$ cat config.mk
export PLATFORM = sky130hd
export DESIGN_NAME = acc_core
export DESIGN_NICKNAME = d
export VERILOG_FILES = /design/src/rtl/acc_core_pkg.sv /design/src/rtl/acc_alu.sv /design/src/rtl/acc_regfile.sv /design/src/rtl/acc_ctrl.sv /design/src/rtl/acc_core.sv
export SDC_FILE = /design/constraint.sdc
export NUM_CORES = 1
export LEC_CHECK = 0
export BUFFER_PORTS_ARGS = -buffer_cell sky130_fd_sc_hd__buf_2
export CORE_ASPECT_RATIO = 1.25
export CORE_MARGIN = 8
export CORE_UTILIZATION = 35
export DETAILED_ROUTE_END_ITERATION = 8
export MAX_ROUTING_LAYER = met4
export PLACE_DENSITY = 0.64
export SKIP_LAST_GASP = 1
export SYNTH_ARGS = -nofsm -noshare
export SYNTH_HDL_FRONTEND = slang
export SYNTH_SLANG_ARGS = --single-unit
$ cat constraint.sdc
create_clock -name clk -period 2 [get_ports clk]
set_input_delay 0.3 -clock clk [delete_from_list [all_inputs] [get_ports clk]]
set_output_delay 0.3 -clock clk [all_outputs]
set_load 0.01 [all_outputs]
$ cat src/rtl/acc_core_pkg.sv
package acc_core_pkg;
    localparam logic [7:0] OP_LOAD = 8'hB0;
    localparam logic [7:0] OP_ADD  = 8'h04;
    localparam logic [7:0] OP_HALT = 8'hF4;

    typedef enum logic [2:0] {
        ST_FETCH   = 3'd0,
        ST_DECODE  = 3'd1,
        ST_OPERAND = 3'd2,
        ST_EXECUTE = 3'd3,
        ST_HALT    = 3'd4
    } core_state_e;
endpackage

$ cat src/rtl/acc_alu.sv
module acc_alu #(
    parameter int DW = 8
) (
    input  logic [DW-1:0] lhs,
    input  logic [DW-1:0] rhs,
    output logic [DW-1:0] sum,
    output logic          cout
);
    assign {cout, sum} = {1'b0, lhs} + {1'b0, rhs};
endmodule

$ cat src/rtl/acc_regfile.sv
module acc_regfile #(
    parameter int DW    = 8,
    parameter int NREGS = 4,
    localparam int SW   = $clog2(NREGS)
) (
    input  logic          clk,
    input  logic          rst_n,
    input  logic          wr_en,
    input  logic [SW-1:0] wr_sel,
    input  logic [DW-1:0] wr_data,
    input  logic [SW-1:0] rd_sel,
    output logic [DW-1:0] rd_data
);
    logic [DW-1:0] regs [NREGS];

    for (genvar i = 0; i < NREGS; i++) begin : g_reg
        always_ff @(posedge clk) begin
            if (!rst_n)
                regs[i] <= '0;
            else if (wr_en && wr_sel == SW'(i))
                regs[i] <= wr_data;
        end
    end

    assign rd_data = regs[rd_sel];
endmodule

$ cat src/rtl/acc_ctrl.sv
module acc_ctrl
    import acc_core_pkg::*;
#(
    parameter int          AW       = 16,
    parameter int          DW       = 8,
    parameter logic [AW-1:0] START_PC = 16'h1400
) (
    input  logic          clk,
    input  logic          rst_n,
    input  logic [DW-1:0] mem_rdata,
    output logic [AW-1:0] pc,
    output logic          mem_rd,
    output logic          do_load,
    output logic          do_add,
    output logic          halted
);
    core_state_e   state, state_nxt;
    logic [DW-1:0] opcode;
    logic          two_byte;

    assign two_byte = (mem_rdata == OP_LOAD) || (mem_rdata == OP_ADD);

    always_comb begin
        state_nxt = state;
        unique case (state)
            ST_FETCH:   state_nxt = ST_DECODE;
            ST_DECODE: begin
                if (mem_rdata == OP_HALT) state_nxt = ST_HALT;
                else if (two_byte)        state_nxt = ST_OPERAND;
                else                      state_nxt = ST_FETCH;
            end
            ST_OPERAND: state_nxt = ST_EXECUTE;
            ST_EXECUTE: state_nxt = ST_FETCH;
            ST_HALT:    state_nxt = ST_HALT;
            default:    state_nxt = ST_HALT;
        endcase
    end

    always_ff @(posedge clk) begin
        if (!rst_n) begin
            state  <= ST_FETCH;
            pc     <= START_PC;
            opcode <= '0;
        end else begin
            state <= state_nxt;
            if (state == ST_DECODE)
                opcode <= mem_rdata;
            if ((state == ST_DECODE && mem_rdata != OP_HALT) || state == ST_EXECUTE)
                pc <= pc + AW'(1);
        end
    end

    always_comb begin
        mem_rd  = 1'b0;
        do_load = 1'b0;
        do_add  = 1'b0;
        halted  = 1'b0;
        unique case (state)
            ST_FETCH, ST_OPERAND: mem_rd = 1'b1;
            ST_EXECUTE: begin
                do_load = (opcode == OP_LOAD);
                do_add  = (opcode == OP_ADD);
            end
            ST_HALT:  halted = 1'b1;
            default:  ;
        endcase
    end


    halt_quiet_chk: assert property (@(posedge clk) disable iff (!rst_n)
        halted |-> !mem_rd);

    halt_entry_chk: assert property (@(posedge clk) disable iff (!rst_n)
        (state == ST_DECODE && mem_rdata == OP_HALT) |=> (halted && $stable(pc)));

    halt_sticky_chk: assert property (@(posedge clk) disable iff (!rst_n)
        halted |=> halted);

    exec_refetch_chk: assert property (@(posedge clk) disable iff (!rst_n)
        (do_load || do_add) |=> mem_rd);
endmodule

$ cat src/rtl/acc_core.sv
module acc_core
    import acc_core_pkg::*;
#(
    parameter int            AW       = 16,
    parameter int            DW       = 8,
    parameter int            NREGS    = 4,
    parameter logic [AW-1:0] START_PC = 16'h1400,
    localparam int           SW       = $clog2(NREGS)
) (
    input  logic          clk,
    input  logic          rst_n,
    output logic [AW-1:0] mem_addr,
    output logic          mem_rd,
    input  logic [DW-1:0] mem_rdata,
    output logic [DW-1:0] acc_a,
    output logic          carry,
    output logic          halted,
    output logic [AW-1:0] pc
);
    localparam logic [SW-1:0] SEL_A = '0;

    logic          do_load, do_add;
    logic [DW-1:0] sum;
    logic          cout;
    logic [DW-1:0] wr_data;

    acc_ctrl #(.AW(AW), .DW(DW), .START_PC(START_PC)) ctrl_i (
        .clk(clk), .rst_n(rst_n), .mem_rdata(mem_rdata), .pc(pc),
        .mem_rd(mem_rd), .do_load(do_load), .do_add(do_add), .halted(halted)
    );

    acc_alu #(.DW(DW)) alu_i (
        .lhs(acc_a), .rhs(mem_rdata), .sum(sum), .cout(cout)
    );

    assign wr_data = do_load ? mem_rdata : sum;

    acc_regfile #(.DW(DW), .NREGS(NREGS)) rf_i (
        .clk(clk), .rst_n(rst_n), .wr_en(do_load || do_add), .wr_sel(SEL_A),
        .wr_data(wr_data), .rd_sel(SEL_A), .rd_data(acc_a)
    );

    always_ff @(posedge clk) begin
        if (!rst_n)       carry <= 1'b0;
        else if (do_load) carry <= 1'b0;
        else if (do_add)  carry <= cout;
    end

    assign mem_addr = pc;


    load_clr_chk: assert property (@(posedge clk) disable iff (!rst_n)
        do_load |=> (!carry && acc_a == $past(mem_rdata)));

    add_wrap_chk: assert property (@(posedge clk) disable iff (!rst_n)
        do_add |=> ({carry, acc_a} == ({1'b0, $past(acc_a)} + {1'b0, $past(mem_rdata)})));
endmodule

; ---- After elaboration in Yosys (flattened, before gate mapping)
; Memories as Yosys holds them, arrays and structs flattened.
; Index checks and enable logic that the tools add are counted.
[op_classes]
addsub = 2
eq_ne = 10
n_mux = 13
bitwise_logic = 2
reduce_logical = 7
[ops]
columns = op, count
row1 = == test 8 bit (second input constant), 3
row2 = adder 16 x 1 -> 16 bit (second input constant), 1
row3 = == test 8 x 3 -> 1 bit (second input constant), 2
row4 = two-way mux 8 bit, 2
row5 = case mux 3 bit (4 select lines), 1
row6 = adder 8 x 8 -> 9 bit, 1
row7 = two-way mux 1 bit, 8
row8 = != test 8 bit (second input constant), 1
row9 = == test 3 x 2 -> 1 bit (second input constant), 2
row10 = OR reduction 2 bit, 2
row11 = == test 3 x 1 -> 1 bit (second input constant), 1
row12 = == test 3 bit (second input constant), 1
row13 = logical NOT 3 bit, 1
row14 = logical OR 1 bit, 3
row15 = two-way mux 3 bit, 1
row16 = two-way mux 2 bit, 1
row17 = logical AND 1 bit, 1
row18 = inverter 1 bit, 1
row19 = bitwise OR 1 bit, 1
[word_totals]
ff_bits = 28
mem_bits_rw = 32
input_bits = 10
out_inout_bits = 43
word_cells = 39
memories = 1
[mem_list]
columns = name, words, word_bits, rd, rd_ports_with_merged_regs, wr, line_no
row1 = rf_i.regs, 4, 8, 1, 0, 4, acc_regfile.sv:14  ; logic [DW-1:0] regs [NREGS];

; ---- Depth between registers and ports, before layout
; Gate-level depths: netlist of run 1.
[logic_depth]
word_depth = 7
ltp_mapped = 7
depth_no_buf = 7

; ---- By module
; From an unflattened synthesis of run 1, not the netlist that was laid out.
[hier_totals]
hier_cells = 303
area_unflattened_um2 = 3403.3
[modules_own_cells]
columns = mod, instances, cells_per_inst, area_each_um2, seq_area_each_um2
row1 = acc_regfile, 1, 85, 1432.6, 960.9
row2 = acc_ctrl, 1, 146, 1347.5, 540.5
row3 = acc_alu, 1, 42, 324.1, 0.0
row4 = acc_core, 1, 30, 299.0, 20.0

; ---- Worst setup path before layout of run 1
; No wires, ideal clock.
[synth_timing]
path_kind = reg-to-reg
from = memory rf_i.regs[0][0]
to = memory rf_i.regs[0][6], data pin
setup_ps = 260
t_arrival_ps = 1737
required_time_ps = 1740
slack_ps = 3
path_stages_with_launch = 8
path_buffers = 0
period_less_slack_ps = 1997
path_cell_list = edfxtp_1 ha_1 fa_1 a211oi_1 o21ai_0 xor2_1 mux2i_1 nor2_1
[synth_rtl]
columns = item, line_no
row1 = from (decl), acc_regfile.sv:14

==> results of run 1 <==
metal layers:
layer  GRT usage (%)  vias to the layer above  share of wire (%)  routed length [um]
met5               -                        -                  0                   0
met4            3.33                        0                1.2                  57
met3            3.48                        7                5.9                 286
met2            18.3                       49                 47                2250
met1            13.2                      814                 46                2230
li1                -                      859                  -                   -
cells in the final DEF, fill, tap and decap left out, types with 7 or more instances in the layout:
| master | n |
|---|---|
| buf_2 | 52 |
| dfxtp_1 | 28 |
| mux2i_1 | 17 |
| buf_4 | 17 |
| and2_1 | 13 |
| nor2b_1 | 12 |
| xor2_1 | 11 |
| nor2_1 | 9 |
| nand2_1 | 8 |
| ha_1 | 8 |
| edfxtp_1 | 8 |
| xnor2_1 | 7 |
| nand3_1 | 7 |
sequential cells by signal, summed over array words and instances, names as in the netlist:
register,count
ctrl_i.opcode,8
ctrl_i.state,3
ctrl_i.pc,16
rf_i.regs,8
carry,1
worst max path at each step:
stage	startpoint	to	slack [ns]	depth (start not counted)
after floorplan	rf_i.regs[0][0]	rf_i.regs[0][6]	0.003	7
final	rf_i.regs[0][0]	rf_i.regs[0][4]	0.06	8
after detailed placement	mem_rdata[0]	rf_i.regs[0][6]	-0.14	8
after CTS	rf_i.regs[0][0]	rf_i.regs[0][4]	0.03	8
after global placement	mem_rdata[0]	rf_i.regs[0][6]	-0.05	8
after global routing	rf_i.regs[0][1]	rf_i.regs[0][7]	0.002	7
power groups by stage:
| stage | Clock [mW] | Combinational (mW) | Sequential [mW] |
|---|---|---|---|
| floorplan | 0 | 0.138 | 0.799 |
| global placement | 0 | 0.228 | 0.790 |
| detailed placement | 0 | 0.230 | 0.791 |
| CTS | 0.556 | 0.235 | 0.774 |
| global route | 0.581 | 0.259 | 0.776 |
| finish | 0.539 | 0.233 | 0.774 |
logic make-up (layout without fill, tap and decap cells):
kind of cell / Yosys count / after routing / share of synthesized area, %
adders and majority gates: 10 / 10 / 6.15
DFF: 36 / 36 / 37.1
muxes: 18 / 18 / 8.41
and+or+nand+nor: 86 / 86 / 26.6
AOI/OAI and AO/OA: 25 / 25 / 7.19
xor gates and xnor gates: 18 / 18 / 7.31
buffers and inverters: 22 / 77 / 7.19
stage by stage:
stage	area (um^2)	worst slack [ns]	power, mW
2_1_floorplan	2160	0.00300	0.937
3_3_place_gp	2500	-0.0522	1.02
3_5_place_dp	2500	-0.142	1.02
4_1_cts	2600	0.0263	1.56
5_1_grt	2600	0.00158	1.62
6_report	2600	0.0571	1.55
worst reg2reg max path, cell delays in order, from the launching register on:
cell and delay (ns):
edfxtp_1 0.39, ha_2 0.20, fa_2 0.36, buf_4 0.15, a21o_1 0.16, a21oi_1 0.16
xnor2_1 0.08, mux2i_1 0.13, nor2_1 0.05
final cells by class:
| class | count | area [um^2] |
|---|---|---|
| Multi-Input combinational cell | 157 | 1210 |
| Tap cell | 85 | 106 |
| Fill cell | 670 | 3480 |
| Clock inverter | 2 | 10.0 |
| Sequential cell | 36 | 801 |
| Timing Repair Buffer | 69 | 388 |
| Clock buffer | 6 | 82.6 |
==> results.md, run 1 <==
* P_leak at between 1 and 1.5 nW
* FF+latch count, synth at 36
* Post-CTS setup buffers at 0
* Critical path, cell by cell: ha_2 -> fa_2 -> buf_4 -> a21o_1 -> a21oi_1 -> xnor2_1 -> mux2i_1 -> nor2_1
* # rows at 32
* # IOs at 53
* Post-synthesis cell area at 2160 um^2
* Yosys cell types at 45
* Clk buf depth at 2
* Vias at 1729
* Worst hold slack at 0.351 ns
* Non-Filler Instances at 355
* Clock Latency Late Sink at slightly below 0.3 ns
* Initial Utilization at roughly 35%
* Number of global-route vias before repair at approximately 1800
* Number of gates resized after CTS at 3
* FF-to-FF Start: rf_i.regs[0][0]
* Worst rel slew slack at 55.3%
* Max Cap Viol at 0
* Startpoint types: flop
* Hold WC Path Type: input port to flop
* Total GRT Usage at a little under an eighth
* PortBufs at 52
* Crit share post-route at 97.1%
* Antenna Cells at 0
* Total Wirelength at ~4.8 mm
* Max rail drop VDD at ~0.00025 V
* Register area share after synthesis at 37.1%
* Ys async rst share at 0%
* Psw at 0.397 mW
* Die H at between 100 and 150 um
* Die width at 86.2 um
* Most used DFF post-synth: dfxtp_1
* Synth top area share at between 20 and 30%
* Critical path buffers and inverters at 1
* FF-to-FF path depth at 8
* CP delay by family, top: adder cells
* Ranking of synthesized cells by area: dfxtp_1, edfxtp_1, mux2i_1
* HP Start: mem_rdata[4]
* Crit-path max FO at 2
* CTS H-tree lvls at 2
* Switch share at about a quarter
* Clock share of power at a little over a third
* Pre-antenna DRT Iters at 4
* Dpl cells at 347
* CTS clock-pin slew for the worst setup and hold paths at about 0.080 ns
* Critical path's slowest cell: edfxtp_1
* Grt total ovfl at 0
* Largest net degree at the start of global routing at 22
* Post-synth EDFFs at 8
* Critical path arrival at 1.98 ns
* Crit end category: flop
* Remaining DRCs at 0
* Skew final at 0.00477 ns
* Core area at just over 6000 um^2
* Most common cell in the netlist: dfxtp_1
* Sink Count at 36
* Yosys warning count at 0
* Post-route ant nets at 0
* Hold Path End: ctrl_i.opcode[4]
* Total CTS buffers at 5
* Initial antenna violation count at 0
* Crit path kind: flop to flop
* GPL Wtd Cong at slightly below 0.8
* R2R setup slack at between 0.05 and 0.06 ns
* Combinational power share at 15.1%
* Sequential share of power at about half
* Fmax at ~0.51 GHz
* Initial detailed-routing violation count at 59
* Slew Viols, Final at 0
* Pwr Density at 594 nW/um^2
* Finish-stage setup viols at 0
* Layout cells sized above 1 at between 30% and 40%
* Worst-margin pin slew at roughly 0.67 ns
* Final core area utilization at 42.8%
* Post-Syn Instances at approximately 220
* Yosys top cell by area: dfxtp_1
* Post-synth top cells: dfxtp_1, buf_4, mux2i_1, and2_1, nor2b_1
* Nets@finish at just under 300
* Final min period at 1.94 ns
* Status: complete, no violations
* R2R Path End: rf_i.regs[0][4]
* WHS Path Cells at 3
* Final Hold Fails at 0
* RSZ-0062 raised after global routing: false
* Syn avg cell area at about 10 um^2
* Global-route wire length before repair at 8.20 mm
* Synth Net Count at between 200 and 250
* Internal at around 1.1 mW
* Die area at 8950 um^2
* Vias/cell at between 4 and 5
* Hold-fix buffers at CTS at 0
* Max stage delay on crit path at 0.39 ns
* Post-DP HPWL at 3.65 mm
* WL per Instance at ~14 um
* Sum Neg Setup Slack at 0 ns
* CTS root buffer: clkbuf_8
* CTS tree: yes
* Req. time, crit path at between 2 and 2.5 ns
* Area grow syn2layout at 20.6%
Note: power is estimated with default switching activity, not from simulation.
==> run 2: changes to the inputs <==
Settings changed: HOLD_SLACK_MARGIN set to 0.15, REMOVE_ABC_BUFFERS set to 1.
==> results.md, run 2 (synthesized netlist as in run 1, its figures left out) <==
* Crit path kind: flop to flop
* Largest net degree at the start of global routing at 17 (-23%)
* CTS clock-pin slew for the worst setup and hold paths at 0.07 ns (about the same)
* Core area at 6090 um^2 (unchanged)
* Global-route wire length before repair at 8.06 mm (-1.8%)
* Most common cell after layout, fill and taps aside: buf_2
* # IOs at 53 (unchanged)
* Die H at 104 um (unchanged)
* Nets@finish at 294 (+1.7%)
* Clock Latency Late Sink at 0.28 ns (about the same)
* Sink Count at 36 (unchanged)
* Area grow syn2layout at 22.7%
* Cell area after layout at 2650 um^2 (+1.7%)
* Worst hold slack at 0.320 ns (-0.0312 ns)
* Post-route ant nets at 0 (unchanged)
* CTS root buffer: clkbuf_8
* Critical path arrival at 1.95 ns (-0.03 ns)
* Initial antenna violation count at 0 (unchanged)
* Worst rel slew slack at 60.4% (+5.1 points)
* Number of global-route vias before repair at 1841 (+2.2%)
* Grt total ovfl at 0 (unchanged)
* Finish-stage setup viols at 0 (unchanged)
* Die area at 8950 um^2 (unchanged)
* # rows at 32 (unchanged)
* Post-DP HPWL at 3.64 mm (-0.20%)
* Total Wirelength at 4.68 mm (-3.0%)
* Pre-antenna DRT Iters at 4 (unchanged)
* Startpoint types: flop
* WHS Path Cells at 2 (-1)
* Final Hold Fails at 0 (unchanged)
* Crit-path max FO at 2 (unchanged)
* P_leak at 1.19 nW (+2.1%)
* Area post-placement at 2530 um^2 (+1.2%)
* RSZ-0062 raised after global routing: true
* Max rail drop VDD at 0.000374 V (+50%)
* Max Cap Viol at 0 (unchanged)
* Hold-fix buffers at CTS at 0 (unchanged)
* Total CTS buffers at 5 (unchanged)
* Fmax at 0.522 GHz (+1.4%)
* HP Start: rst_n
* Die width at 86.2 um (unchanged)
* CTS tree: yes
* Slew Viols, Final at 0 (unchanged)
* Skew final at 0.00557 ns (+0.000804 ns)
* Regs by FF count: ctrl_i.pc: 16 flops, ctrl_i.opcode: 8 flops, rf_i.regs: 8 flops
* FF-to-FF Start: rf_i.regs[0][0]
* Layout cells sized above 1 at 33.8% (+0.86 points)
* GPL Wtd Cong at 0.756 (-2.8%)
* FF-to-FF path depth at 8 (unchanged)
* Hold WC Path Type: input port to flop
* Crit end category: flop
* Antenna Cells at 0 (unchanged)
* Max FFs per register at 16 (unchanged)
* Initial detailed-routing violation count at 43 (-27%)
* Crit share post-route at 95.8% (-1.4 points)
* Total GRT Usage at 10.9% (-0.48 points)
* WL per Instance at 13.0 um (-4.3%)
* Vias at 1714 (-0.87%)
* Remaining DRCs at 0 (unchanged)
* Vias/cell at 4.76 (-2.2%)
* Pwr Density at 595 nW/um^2 (+0.16%)
* Setup ws final at 0.0846 ns (+0.0275 ns)
* Most frequent cells in the layout: buf_2, dfxtp_1, buf_4, mux2i_1, and2_1
* Total power at 1.58 mW (+1.9%)
* Initial Utilization at 35.4% (unchanged)
* Reg with most FFs: ctrl_i.pc
* Worst-margin pin slew at 0.591 ns (-0.0760 ns)
* Pre-CTS setup slack at -0.109 ns (+0.0329 ns)
* CP startpoint: rf_i.regs[0][0]
* Clk buf depth at 2 (unchanged)
* CTS H-tree lvls at 2 (unchanged)
* PortBufs at 52 (unchanged)
* Final min period at 1.92 ns (-0.0275 ns)
* Status: complete, no violations
* Req. time, crit path at 2.03 ns (about the same)
==> run 2: cell types whose count changed in the layout (fill, tap and decap cells not counted), sizes merged <==
cell,previous run,this run
buf,69,74
clkbuf,6,8
clkinv,2,0
==> run 2: final timing paths <==
path	slack, ns	to
min reg2reg	0.48	carry
min	0.32	ctrl_i.pc[12]
max	0.08	rf_i.regs[0][4]
max reg2reg	0.08	rf_i.regs[0][4]
==> run 2: final cells by class <==
cell class                      count  area [um^2]
Multi-Input combinational cell    157         1210
Tap cell                           85          106
Sequential cell                    36          801
Timing Repair Buffer               74          425
Fill cell                         608         3440
Clock buffer                        8          100
==> run 2: layer usage <==
layer | GRT usage, % | vias to the layer above | wire, um
met5 | - | - | 0
met3 | 3.08 | 3 | 216
met4 | 1.48 | 0 | 29
li1 | - | 867 | -
met2 | 18.1 | 45 | 2190
met1 | 13.0 | 799 | 2240
==> run 2: critical path, cell delays in order (launching register included) <==
cell	delay [ns]
edfxtp_1	0.40
ha_2	0.21
fa_2	0.35
buf_4	0.15
a21o_1	0.17
a21oi_2	0.13
xnor2_1	0.07
mux2i_1	0.13
nor2_1	0.05
==> run 2: repair_timing <==
| item | in CTS | in global routing |
|---|---|---|
| gates resized for setup | 3 | 2 |
| setup buffers | 0 | 1 |
| pin swaps | 0 | 2 |
| setup endpoints to repair | 3 | 2 |
==> run 2: power by group <==
part | internal, mW | switching [mW] | total [mW]
combinational | 0.117 | 0.123 | 0.241
clock | 0.314 | 0.246 | 0.560
sequential | 0.762 | 0.0122 | 0.774
==> run 2: through the flow <==
step                TNS, ns  instances  utilization, %
floorplan                 0        193               -
global placement    -0.0584        351            41.5
detailed placement   -0.211        351            41.5
CTS                       0        359            43.3
global route        -0.0277        360            43.5
finish                    0        360            43.5
==> run 3: changes to the inputs <==
Settings changed: PLACE_DENSITY 0.64 to 0.62.
Clock period 2 ns to 2.07 ns, I/O delays scaled along.
==> results.md, run 3 (synthesized netlist as in run 1, its figures left out) <==
* Status: complete, no violations
* Critical path arrival at 1.99 ns (+0.04 ns)
* Most common cell after layout, fill and taps aside: buf_2
* Multi-input gate area at 1210 um^2 (-0.62%)
* Startpoint types: flop
* Post-route ant nets at 0 (unchanged)
* FF-to-FF Start: rf_i.regs[0][0]
* Grt total ovfl at 0 (unchanged)
* CTS root buffer: clkbuf_8
* Reg area at 801 um^2 (unchanged)
* Vias at 1700 (-0.82%)
* Number of global-route vias before repair at 1760 (-4.4%)
* Crit end category: flop
* Layout cells sized above 1 at 30.9% (-2.9 points)
* Pwr Density at 619 nW/um^2 (+4.0%)
* RSZ-0062 raised after global routing: false
* Clk buf depth at 2 (unchanged)
* Total power at 1.59 mW (+1.2%)
* Reg with most FFs: ctrl_i.pc
* GPL Wtd Cong at 0.795 (+5.2%)
* Nets@finish at 284 (-3.4%)
* Crit-path max FO at 2 (unchanged)
* # rows at 32 (unchanged)
* Sum Neg Setup Slack at 0 ns (unchanged)
* CTS tree: yes
* Crit share post-route at 93.9% (-1.8 points)
* Total CTS buffers at 5 (unchanged)
* Area grow syn2layout at 19.4%
* Global-route wire length before repair at 8.00 mm (-0.77%)
* Final Hold Fails at 0 (unchanged)
* Worst rel slew slack at 70.5% (+10 points)
* Die H at 104 um (unchanged)
* # IOs at 53 (unchanged)
* Sink Count at 36 (unchanged)
* Crit path kind: flop to flop
* Largest net degree at the start of global routing at 18 (+1)
* CP startpoint: rf_i.regs[0][0]
* Skew final at 0.00661 ns (+0.00104 ns)
* Final min period at 1.94 ns (+0.0292 ns)
* WL per Instance at 13.4 um (+3.4%)
* Hold Path End: ctrl_i.opcode[4]
* Max Cap Viol at 0 (unchanged)
* Slew Viols, Final at 0 (unchanged)
* HP Start: mem_rdata[4]
* Antenna Cells at 0 (unchanged)
* Hold WC Path Type: input port to flop
* Core area at 6090 um^2 (unchanged)
* Max rail drop VDD at 0.000292 V (-22%)
* R2R setup slack at 0.13 ns (+0.04 ns)
* Clock Latency Late Sink at 0.30 ns (+0.02 ns)
* Fmax at 0.514 GHz (-1.5%)
* Regs by FF count: ctrl_i.pc: 16 flops, ctrl_i.opcode: 8 flops, rf_i.regs: 8 flops
* Worst-margin pin slew at 0.443 ns (-0.148 ns)
* Max stage delay on crit path at 0.39 ns (about the same)
* Initial Utilization at 35.4% (unchanged)
* R2R Path End: rf_i.regs[0][6]
* Vias/cell at 4.86 (+2.0%)
* Die width at 86.2 um (unchanged)
* P_leak at 1.15 nW (-3.6%)
* Max FFs per register at 16 (unchanged)
* Total Wirelength at 4.71 mm (+0.53%)
* Finish-stage setup viols at 0 (unchanged)
* Critical path, cell by cell: ha_1 -> fa_2 -> a211oi_1 -> o21ai_1 -> xor2_1 -> mux2i_1 -> nor2_1
* PortBufs at 52 (unchanged)
* FF-to-FF path depth at 7 (-1)
* Req. time, crit path at 2.11 ns (+0.08 ns)
* Total GRT Usage at 11.0% (+0.16 points)
* CTS clock-pin slew for the worst setup and hold paths at 0.08 ns (about the same)
* Fill cell count at 640 (+5.3%)
* Remaining DRCs at 0 (unchanged)
* Critical path's slowest cell: edfxtp_1
* Initial antenna violation count at 0 (unchanged)
* CTS H-tree lvls at 2 (unchanged)
* WHS Path Cells at 3 (+1)
* Die area at 8950 um^2 (unchanged)
* Pre-antenna DRT Iters at 4 (unchanged)
* Initial detailed-routing violation count at 76 (+77%)
* Post-DP HPWL at 3.54 mm (-2.8%)
* Most frequent cells in the layout: buf_2, dfxtp_1, mux2i_1, and2_1
-- run 3: worst max path at each step --
stage / endpoint / depth (start not counted)
after global routing: rf_i.regs[0][6] / 7
after floorplan: rf_i.regs[0][6] / 7
after global placement: rf_i.regs[0][6] / 8
after detailed placement: rf_i.regs[0][6] / 8
final: rf_i.regs[0][6] / 7
after CTS: rf_i.regs[0][6] / 7
-- run 3: report_power, final --
part	total, mW	switching, mW	internal, mW
Combinational	0.207	0.108	0.0990
Clock	0.634	0.276	0.357
Sequential	0.753	0.0176	0.736
-- run 3: worst max-delay path, delay by kind of cell (launching register included) --
kind | cells | cell delay [ns]
AOI/OAI and AO/OA | 2 | 0.39
adders and majority gates | 2 | 0.58
DFF | 1 | 0.39
and+or+nand+nor | 1 | 0.05
muxes | 1 | 0.13
xor gates and xnor gates | 1 | 0.15
-- run 3: cell type report --
cell class | instances | share of cell area (%)
timing repair buffer | 64 | 13.6
clock buffer | 5 | 2.67
clock inverter | 3 | 1.60
sequential | 36 | 31.1
multi-input combinational | 157 | 46.9
tap | 85 | 4.13
-- run 3: stage by stage --
step	cell area, um^2	utilization [%]	std cells	hold WS (ns)	worst slack (ns)
CTS	2570	42.2	350	0.349	0.0413
finish	2570	42.3	350	0.354	0.125
global placement	2460	40.4	342	0.469	0.0184
floorplan	2000	-	193	0.372	0.0729
global route	2570	42.3	350	0.375	0.0247
detailed placement	2460	40.4	342	0.474	0.0168
-- run 3: what timing repair did --
action,4_1_cts,5_1_grt
setup endpoints to repair,0,3
setup buffers,0,0
resized for setup,0,3
hold buffers,0,0
-- run 3: per-layer routing --
metal	part of all wire (%)	track usage [%]	up-vias
met5	0	-	-
met4	1.1	2.96	0
met3	5.9	3.56	5
met2	43	16.8	51
li1	-	-	852
met1	50	13.7	792
